$ cat src/rtl/pws_pkg.sv
package pws_pkg;
  localparam logic [7:0] OP_RDSR = 8'h05;
  localparam logic [7:0] OP_WREN = 8'h06;
  localparam logic [7:0] OP_PROG = 8'h02;

  localparam int SR_WIP = 0;
  localparam int SR_WEL = 1;

  typedef enum logic [1:0] {
    RES_OK     = 2'd0,
    RES_REJECT = 2'd1,
    RES_XFER   = 2'd2,
    RES_GIVEUP = 2'd3
  } result_e;

  typedef enum logic [1:0] {
    P_CHK  = 2'd0,
    P_WEN  = 2'd1,
    P_PRG  = 2'd2,
    P_POLL = 2'd3
  } phase_e;

  typedef enum logic [2:0] {
    S_IDLE, S_PREP, S_FILL, S_CMD, S_WAIT, S_LOAD, S_END
  } state_e;

  function automatic logic [7:0] op_of(phase_e p);
    case (p)
      P_PRG:   return OP_PROG;
      P_WEN:   return OP_WREN;
      default: return OP_RDSR;
    endcase
  endfunction
endpackage

$ cat src/rtl/pws_chunk_len.sv
module pws_chunk_len #(
  parameter int LW         = 16,
  parameter int PAGE_BYTES = 256,
  parameter int FIFO_BYTES = 64,
  localparam int PB  = $clog2(PAGE_BYTES),
  localparam int CLW = $clog2(FIFO_BYTES + 1)
) (
  input  logic [PB-1:0]  page_off,
  input  logic [LW-1:0]  remain,
  output logic [CLW-1:0] len
);
  localparam logic [PB:0] PAGE_L = (PB+1)'(PAGE_BYTES);
  localparam logic [PB:0] CAP_L  = (PB+1)'(FIFO_BYTES);

  logic [PB:0] room;
  logic [PB:0] lim;

  always_comb begin
    room = PAGE_L - {1'b0, page_off};
    lim  = (room < CAP_L) ? room : CAP_L;
    if (remain < LW'(lim)) len = CLW'(remain);
    else                   len = CLW'(lim);
  end
endmodule

$ cat src/rtl/pws_word_buf.sv
module pws_word_buf #(
  parameter int FIFO_BYTES = 64,
  localparam int DW = FIFO_BYTES / 4,
  localparam int IW = $clog2(DW),
  localparam int BW = $clog2(FIFO_BYTES)
) (
  input  logic          clk,
  input  logic          rst,
  input  logic          wr_en,
  input  logic [BW-1:0] wr_pos,
  input  logic [7:0]    wr_byte,
  input  logic          wr_last,
  input  logic          rd_en,
  input  logic [IW-1:0] rd_idx,
  output logic          rd_valid,
  output logic [31:0]   rd_word
);
  logic [31:0] mem [DW];
  logic [31:0] acc;
  logic [31:0] merged;
  logic [1:0]  lane;
  logic        commit;

  assign lane   = wr_pos[1:0];
  assign commit = wr_en && (lane == 2'd3 || wr_last);

  always_comb begin
    merged = acc;
    merged[8*lane +: 8] = wr_byte;
  end

  // packer: unused lanes of a short last word keep the erased value
  always_ff @(posedge clk) begin
    if (rst)         acc <= '1;
    else if (commit) acc <= '1;
    else if (wr_en)  acc <= merged;
  end

  // storage written without reset so it maps to block RAM
  always_ff @(posedge clk) begin
    if (commit) mem[wr_pos[BW-1:2]] <= merged;
  end

  always_ff @(posedge clk) begin
    if (rd_en) rd_word <= mem[rd_idx];
  end

  always_ff @(posedge clk) begin
    if (rst) rd_valid <= 1'b0;
    else     rd_valid <= rd_en;
  end
endmodule

$ cat src/rtl/page_write_splitter.sv
module page_write_splitter
  import pws_pkg::*;
#(
  parameter int AW         = 24,
  parameter int LW         = 16,
  parameter int PAGE_BYTES = 256,
  parameter int FIFO_BYTES = 64,
  parameter int MAX_TRIES  = 3,
  parameter int DEV_BYTES  = 1 << 24
) (
  input  logic                               clk,
  input  logic                               rst,
  input  logic                               req_valid,
  input  logic [AW-1:0]                      req_addr,
  input  logic [LW-1:0]                      req_len,
  output logic                               busy,
  input  logic                               in_valid,
  input  logic [7:0]                         in_byte,
  output logic                               in_ready,
  output logic                               cmd_valid,
  output logic [7:0]                         cmd_op,
  output logic [AW-1:0]                      cmd_addr,
  output logic [$clog2(FIFO_BYTES+1)-1:0]    cmd_len,
  input  logic                               cmd_ready,
  input  logic                               cmd_done,
  input  logic                               cmd_err,
  input  logic [1:0]                         cmd_status,
  output logic                               tx_valid,
  output logic [31:0]                        tx_word,
  output logic                               done,
  output logic [1:0]                         done_result,
  output logic [LW-1:0]                      done_count
);
  localparam int CLW = $clog2(FIFO_BYTES + 1);
  localparam int BW  = $clog2(FIFO_BYTES);
  localparam int IW  = $clog2(FIFO_BYTES / 4);
  localparam int PB  = $clog2(PAGE_BYTES);
  localparam int TW  = $clog2(MAX_TRIES + 1);
  localparam logic [AW:0]  DEV_L   = (AW+1)'(DEV_BYTES);
  localparam logic [TW-1:0] LAST_T = TW'(MAX_TRIES - 1);

  state_e          state;
  phase_e          phase;
  result_e         res;
  logic [AW-1:0]   cur_addr;
  logic [LW-1:0]   remain;
  logic [LW-1:0]   written;
  logic [CLW-1:0]  clen;
  logic [CLW-1:0]  fill_cnt;
  logic [CLW-1:0]  rd_idx;
  logic [CLW-1:0]  nwords;
  logic [CLW-1:0]  chunk_now;
  logic [TW-1:0]   tries;
  logic [AW:0]     req_end;

  logic wip, wel, ok_done;
  logic accept_byte, last_byte, rd_en;
  logic chunk_ok, wel_fail;
  logic   issue;
  phase_e issue_ph;

  assign busy        = (state != S_IDLE);
  assign in_ready    = (state == S_FILL);
  assign wip         = cmd_status[SR_WIP];
  assign wel         = cmd_status[SR_WEL];
  assign ok_done     = (state == S_WAIT) && cmd_done && !cmd_err;
  assign accept_byte = in_valid && in_ready;
  assign last_byte   = accept_byte && (fill_cnt == clen - 1'b1);
  assign nwords      = (clen + CLW'(3)) >> 2;
  assign rd_en       = (state == S_LOAD) && (rd_idx < nwords);
  assign chunk_ok    = ok_done && (phase == P_POLL) && !wip && !wel;
  assign wel_fail    = ok_done && (phase == P_POLL) && !wip && wel;
  assign req_end     = {1'b0, req_addr} + (AW+1)'(req_len);

  pws_chunk_len #(
    .LW(LW), .PAGE_BYTES(PAGE_BYTES), .FIFO_BYTES(FIFO_BYTES)
  ) u_len (
    .page_off (cur_addr[PB-1:0]),
    .remain   (remain),
    .len      (chunk_now)
  );

  pws_word_buf #(.FIFO_BYTES(FIFO_BYTES)) u_buf (
    .clk      (clk),
    .rst      (rst),
    .wr_en    (accept_byte),
    .wr_pos   (fill_cnt[BW-1:0]),
    .wr_byte  (in_byte),
    .wr_last  (last_byte),
    .rd_en    (rd_en),
    .rd_idx   (rd_idx[IW-1:0]),
    .rd_valid (tx_valid),
    .rd_word  (tx_word)
  );

  // which command, if any, is raised at the next edge
  always_comb begin
    issue    = 1'b0;
    issue_ph = phase;
    case (state)
      S_FILL: if (last_byte) begin
        issue = 1'b1; issue_ph = P_CHK;
      end
      S_WAIT: if (ok_done) begin
        case (phase)
          P_CHK: begin issue = 1'b1; issue_ph = wip ? P_CHK : P_WEN; end
          P_PRG: begin issue = 1'b1; issue_ph = P_POLL; end
          P_POLL: begin
            if (wip) begin
              issue = 1'b1; issue_ph = P_POLL;
            end else if (wel && tries != LAST_T) begin
              issue = 1'b1; issue_ph = P_CHK;
            end
          end
          default: ;
        endcase
      end
      S_LOAD: if (rd_idx == nwords && !tx_valid) begin
        issue = 1'b1; issue_ph = P_PRG;
      end
      default: ;
    endcase
  end

  always_ff @(posedge clk) begin
    if (rst) begin
      state       <= S_IDLE;
      phase       <= P_CHK;
      res         <= RES_OK;
      cur_addr    <= '0;
      remain      <= '0;
      written     <= '0;
      clen        <= '0;
      fill_cnt    <= '0;
      rd_idx      <= '0;
      tries       <= '0;
      cmd_valid   <= 1'b0;
      cmd_op      <= '0;
      cmd_addr    <= '0;
      cmd_len     <= '0;
      done        <= 1'b0;
      done_result <= '0;
      done_count  <= '0;
    end else begin
      done <= 1'b0;
      if (accept_byte) fill_cnt <= fill_cnt + 1'b1;
      if (rd_en)       rd_idx   <= rd_idx + 1'b1;
      if (wel_fail)    tries    <= tries + 1'b1;

      if (issue) begin
        state     <= S_CMD;
        phase     <= issue_ph;
        cmd_valid <= 1'b1;
        cmd_op    <= op_of(issue_ph);
        cmd_addr  <= (issue_ph == P_PRG) ? cur_addr : '0;
        if (issue_ph == P_PRG)      cmd_len <= clen;
        else if (issue_ph == P_WEN) cmd_len <= '0;
        else                        cmd_len <= CLW'(1);
      end else begin
        case (state)
          S_IDLE: if (req_valid) begin
            written  <= '0;
            tries    <= '0;
            cur_addr <= req_addr;
            remain   <= req_len;
            if (req_len == '0) begin
              res <= RES_OK;     state <= S_END;
            end else if (req_end >= DEV_L) begin
              res <= RES_REJECT; state <= S_END;
            end else begin
              state <= S_PREP;
            end
          end
          S_PREP: begin
            clen     <= chunk_now;
            fill_cnt <= '0;
            state    <= S_FILL;
          end
          S_CMD: if (cmd_ready) begin
            cmd_valid <= 1'b0;
            state     <= S_WAIT;
          end
          S_WAIT: if (cmd_done) begin
            if (cmd_err) begin
              res <= RES_XFER; state <= S_END;
            end else if (phase == P_WEN) begin
              rd_idx <= '0;
              state  <= S_LOAD;
            end else if (chunk_ok) begin
              written  <= written + LW'(clen);
              cur_addr <= cur_addr + AW'(clen);
              remain   <= remain - LW'(clen);
              if (remain == LW'(clen)) begin
                res <= RES_OK; state <= S_END;
              end else begin
                state <= S_PREP;
              end
            end else if (wel_fail) begin
              res <= RES_GIVEUP; state <= S_END;
            end
          end
          S_END: begin
            done        <= 1'b1;
            done_result <= res;
            done_count  <= written;
            state       <= S_IDLE;
          end
          default: ;
        endcase
      end
    end
  end
endmodule

$ cat config.mk
export PLATFORM = sky130hd
export DESIGN_NAME = page_write_splitter
export DESIGN_NICKNAME = d
export VERILOG_FILES = /design/src/rtl/pws_pkg.sv /design/src/rtl/pws_chunk_len.sv /design/src/rtl/pws_word_buf.sv /design/src/rtl/page_write_splitter.sv
export SDC_FILE = /design/constraint.sdc
export NUM_CORES = 1
export LEC_CHECK = 0
export BUFFER_PORTS_ARGS = -buffer_cell sky130_fd_sc_hd__buf_2
export CELL_PAD_IN_SITES_DETAIL_PLACEMENT = 0
export CELL_PAD_IN_SITES_GLOBAL_PLACEMENT = 1
export CORE_MARGIN = 2
export CORE_UTILIZATION = 52
export DETAILED_ROUTE_END_ITERATION = 8
export GPL_TIMING_DRIVEN = 0
export PLACE_DENSITY_LB_ADDON = 0.05
export SLEW_MARGIN = 30
export SYNTH_ARGS = -nofsm -noshare
export SYNTH_HDL_FRONTEND = slang
export SYNTH_SLANG_ARGS = --single-unit
$ cat constraint.sdc
create_clock -name clk -period 8.05 [get_ports clk]
set_clock_uncertainty 0.15 [all_clocks]
set_input_delay 1.2075 -clock clk [delete_from_list [all_inputs] [get_ports clk]]
set_output_delay 1.2075 -clock clk [all_outputs]
set_load 0.01 [all_outputs]
==> metrics.yaml, run 1 <==
outcome: "finished clean"
wire_per_inst_um: 25.5
cts_root_buf: "clkbuf_16"
cp.required_ps: 8210
layout_commonest_cell: "edfxtp_1"
hold_slack_ps: 295
synth-seq-area-share: 0.660
startpoint: "clen[1]"
numCtsBuffers: 76
worstReg2RegEnd: "u_buf.mem[0][8]"
design_power_total_mw: 10.1
drv_slew: 0
max-cap-violations: 0
end_kind: "flip-flop"
first_pass_iters: 5
grt_max_degree: 31
fin_crit_ps: 5040
met2_usage: 0.424
clk_path_buf_depth: 3
nFillCells: 4303
max_freq_mhz: 199
die_w_um: 244
drc: 0
critPathSlowestCell: "dfxtp_1"
rsz0062_at_grt: "false"
vias: 18700
dieArea_um2: 59600
crit_top_cell: "buf_4"
hold_viol_final: 0
core_um2: 57400
grt.total_usage: 0.268
syn_area_um2: 30000
reg2reg_depth: 14
endpoint: "u_buf.mem[0][8]"
setup_violations: 0
initial_core_util: 0.523
first_iter_violations: 1871
gr-total-overflow: 0
post_cts_buffers: 0
drtAntennaViolNets: 0
layout-drive-gt1-share: 0.261
hpwl_um: 54900
slew_headroom: 0.362
cp_data_arrival_time_ps: 5200
fin_setup_tns_ps: 0
worst-r2r-setup-slack_ps: 3010
via_per_inst: 6.02
use_met1: 0.388
max_stage_delay_ps: 630
pwr_density_cell_nw_per_um2: 284
ctsHoldBuffers: 0
syn_to_final_growth_pct: 18.4
clk_pin_slew_ps: 70
fin_crit_sh: 0.626
startpoint_type: "flip-flop"
synth-edff-count: 544
grt_antenna_before_repair: 1
fp.dieH_um: 244
path_delay_family: "simple AND/OR/NAND/NOR gates"
routed_wl_um: 79200
ys_types: 72
timing.rr.start: "clen[1]"
synthArstFlopShare: 0
nets: 2401
grt_pass1_wl_um: 118000
ios: 151
insertedDiodeCount: 0
worstSetupPathType: "reg2reg"
grt_pass1_vias: 18600
clock-sinks: 717
insertion_delay_ps: 620
cp_num_buf_inv: 7
gp_congestion: 0.884
syn_area_per_cell_um2: 15.3
hp-class: "reg2reg"
ys_seq_elements: 717
final_cell_mix: "edfxtp_1, buf_2, dfxtp_1"
grt-busiest-layer: "met2"
cts_tree: "built"
synthCells: 1966
vdd_ir_drop_max_mv: 0.214
htreeDepth: 3
grt_use_met3: 0.0518
crit_chain: "buf_2, inv_1, ha_1, clkbuf_1, o21ai_0, nor4b_1, o311ai_4, and2_1, buf_4, or3_1, nor3_2, buf_4, buf_6, buf_4"
final_util: 0.619
cts_resized: 0
ys.warnings.count: 0
rows: 88
tightest_slew_ps: 956
crit_path_max_fanout: 9
ys.flop_type: "edfxtp_1"
path_depth: 14
p_leak_nw: 12.7
port_buffers: 144
[worst register-to-register path: stages, from the launching register on]
cell	delay [ps]
dfxtp_1	630
buf_2	340
inv_1	190
ha_1	210
clkbuf_1	220
o21ai_0	210
nor4b_1	500
o311ai_4	250
and2_1	220
buf_4	170
or3_1	480
nor3_2	510
buf_4	300
buf_6	170
buf_4	190
[synthesized netlist by cell type (all sizes together) (16+ instances only)]
| cell | instances | area, µm² |
|---|---|---|
| edfxtp | 544 | 16300 |
| a21oi | 75 | 375 |
| dfxtp | 173 | 3460 |
| nor2 | 130 | 488 |
| ha | 60 | 751 |
| nand3 | 22 | 110 |
| xnor2 | 35 | 307 |
| and3 | 17 | 106 |
| a211o | 34 | 298 |
| nor3 | 39 | 195 |
| o21ai | 79 | 395 |
| or3 | 18 | 113 |
| clkbuf | 73 | 274 |
| xor2 | 16 | 140 |
| a22o | 31 | 272 |
| nand2 | 129 | 494 |
| buf | 42 | 229 |
| mux4 | 160 | 3600 |
| inv | 63 | 236 |
[sequential cells by signal (all words and copies together), names as in the netlist]
signal	flops
state	3
u_buf.acc	32
done_count	16
cmd_addr	24
u_buf.mem	512
tries	2
cur_addr	24
remain	16
phase	2
cmd_len	7
clen	7
done_result	2
cmd_op	3
cmd_valid	1
fill_cnt	7
done	1
u_buf.rd_word	32
u_buf.rd_valid	1
written	16
res	2
rd_idx	7
[report_power, final]
| group | switching, mW | total (mW) | internal [mW] |
|---|---|---|---|
| sequential | 0.174 | 4.49 | 4.31 |
| clock | 1.46 | 3.68 | 2.22 |
| combinational | 1.24 | 1.91 | 0.667 |
[routing by layer]
metal	up-vias	wire, µm
met3	116	5060
met2	635	37500
met4	2	1620
met1	9646	35000
met5	-	13
li1	8314	-
[kinds of logic after synthesis]
family	after synthesis	share of synthesized area
adder cells (fa/ha/maj)	64	0.0277
AO/OA/AOI/OAI	329	0.0743
XOR/XNOR	51	0.0149
multiplexers	171	0.124
flip-flops	717	0.660
buffers and inverters	178	0.0247
AND/OR/NAND/NOR	454	0.0741
other	2	0.000250
[through the flow]
step	cell area [µm²]	cells	setup WS, ps
floorplan	30000	1970	1820
global placement	31700	2879	-2820
detailed placement	32800	2966	3080
CTS	35400	3106	3060
global route	35500	3107	2850
finish	35500	3107	3010
[cell type report]
type | instances | area, µm² | area share
flip-flops and latches | 717 | 19800 | 0.558
multi-input cells | 1075 | 9660 | 0.272
clock buffers | 94 | 2100 | 0.0590
repair buffers | 232 | 1670 | 0.0469
well taps | 765 | 957 | 0.0270
clock inverters | 46 | 556 | 0.0156
plain buffers | 115 | 529 | 0.0149
inverters | 63 | 236 | 0.00666
[worst min path at each step]
stage               startpoint        end  depth (start not counted)
detailed placement   rd_idx[6]  rd_idx[6]                          2
CTS                  rd_idx[6]  rd_idx[6]                          2
global placement     rd_idx[6]  rd_idx[6]                          2
global route         rd_idx[6]  rd_idx[6]                          2
floorplan            rd_idx[6]  rd_idx[6]                          2
finish               rd_idx[6]  rd_idx[6]                          2
Note: power is estimated with default switching activity, not from simulation.
==> run 2, diff against run 1 <==
==> constraint.sdc (replaced) <==
create_clock -name clk -period 4.8 [get_ports clk]
set_clock_uncertainty 0.15 [all_clocks]
set_input_delay 0.72 -clock clk [delete_from_list [all_inputs] [get_ports clk]]
set_output_delay 0.72 -clock clk [all_outputs]
set_load 0.01 [all_outputs]
==> run 2 against run 1 <==
Final cell count decreased by 0.84%. Global-route usage about the same. Critical path type unchanged. Via count decreased by 1.1%. Worst setup slack got worse by 2700 ps. Maximum frequency increased by 11%.
==> metrics.yaml, run 2 (synthesis gave the netlist of run 1 again) <==
outcome: "finished clean"
syn_to_final_growth_pct: 17.6
gr-total-overflow: 0
critPathSlowestCell: "o41ai_1"
grt_max_degree: 24
rsz0062_at_grt: "false"
first_iter_violations: 1725
hpwl_um: 54700
clk_path_buf_depth: 3
cp_num_buf_inv: 5
clock-sinks: 717
nets: 2379
numCtsBuffers: 76
cts_root_buf: "clkbuf_16"
initial_core_util: 0.523
dieArea_um2: 59600
design_power_total_mw: 16.5
setup_violations: 0
tightest_slew_ps: 1040
drv_slew: 0
grt_antenna_before_repair: 0
gp_congestion: 0.912
placed_cell_area_um2: 32700
dp_slack_ps: 114
fin_crit_ps: 4530
via_per_inst: 6.01
vias: 18500
worstSetupPathType: "reg2reg"
stdcell_area_um2: 35300
insertedDiodeCount: 0
hold_viol_final: 0
hp-class: "in2reg"
worst-r2r-setup-slack_ps: 270
crit_path_max_fanout: 15
multi_input_area_um2: 9720
cp.required_ps: 4950
grt.total_usage: 0.269
drtAntennaViolNets: 0
max_stage_delay_ps: 600
max_freq_mhz: 221
crit_chain: "buf_2, inv_1, ha_1, clkbuf_1, nand2_1, o41ai_1, o311ai_4, and2_1, buf_4, or3b_1, nor2_4, buf_12"
path_delay_family: "simple AND/OR/NAND/NOR gates"
layout_commonest_cell: "edfxtp_1"
slew_headroom: 0.305
pwr_density_cell_nw_per_um2: 468
grt_pass1_wl_um: 118000
die_w_um: 244
fp.dieH_um: 244
htreeDepth: 3
final_cell_mix: "edfxtp_1, dfxtp_1, buf_2"
p_leak_nw: 12.5
core_um2: 57400
fin_crit_sh: 0.944
max-cap-violations: 0
rows: 88
routed_wl_um: 78800
largest_reg_flops: 512
ios: 151
wire_per_inst_um: 25.6
drc: 0
nFillCells: 4367
layout-drive-gt1-share: 0.249
ctsHoldBuffers: 0
cts_tree: "built"
cp_data_arrival_time_ps: 4680
vdd_ir_drop_max_mv: 0.309
first_pass_iters: 5
grt_pass1_vias: 18500
insertion_delay_ps: 610
startpoint_type: "flip-flop"
timing.final.ws_setup_ps: 268
clk_pin_slew_ps: 60
end_kind: "flip-flop"
final-seq-area_um2: 19800
port_buffers: 144
==> run 2: cell count changes in the layout (fill, tap and decap cells not counted), moves of 5 or more <==
cell      before  now
buf_2        190  172
buf_4         51   35
buf_6          6   19
clkinv_1      10   20
clkinv_2      16    7
clkbuf_1      75   80
o21ai_1       14    9
o21ai_2       18   23
==> run 2: area by class of cell <==
cell class,instances,area share
timing repair buffer,210,0.0451
clock buffer,95,0.0580
buffer,115,0.0150
inverter,63,0.00670
sequential,717,0.561
multi-input combinational,1075,0.275
tap,765,0.0271
clock inverter,41,0.0115
==> run 2: tightest hold or removal path, stage by stage <==
cell and delay (ps):
buf_2 120, nor2_1 100, nor3_1 50
==> run 2: stage by stage <==
stage                     setup TNS [ps]  hold WS, ps   util  cells
after detailed placement               0          288  0.571   2942
after global routing                   0          292  0.615   3081
after CTS                              0          247  0.614   3078
after floorplan                   -18780          272      -   1970
after global placement          -1265330          286  0.553   2879
final                                  0          275  0.615   3081
==> run 2: worst paths after layout <==
check         startpoint                to  cells after the start
min          req_addr[7]       cur_addr[7]                      3
max              clen[1]  u_buf.mem[5][25]                     12
max reg2reg      clen[1]  u_buf.mem[5][25]                     12
min reg2reg    rd_idx[6]         rd_idx[6]                      2
==> run 2: timing repair <==
item,CTS,global route
endpoints found under the setup margin,0,26
gates resized for setup,0,1
buffers inserted,0,3
==> run 2: power by group <==
part           internal (mW)  switching [mW]
Clock                   3.41            2.42
Combinational           1.12            2.06
Sequential              7.23           0.267
==> run 2: per-layer routing <==
metal  GRT usage  routed length (µm)
met4      0.0846                2110
met1       0.392               34300
met3      0.0498                5650
met5           0                   0
met2       0.413               36700
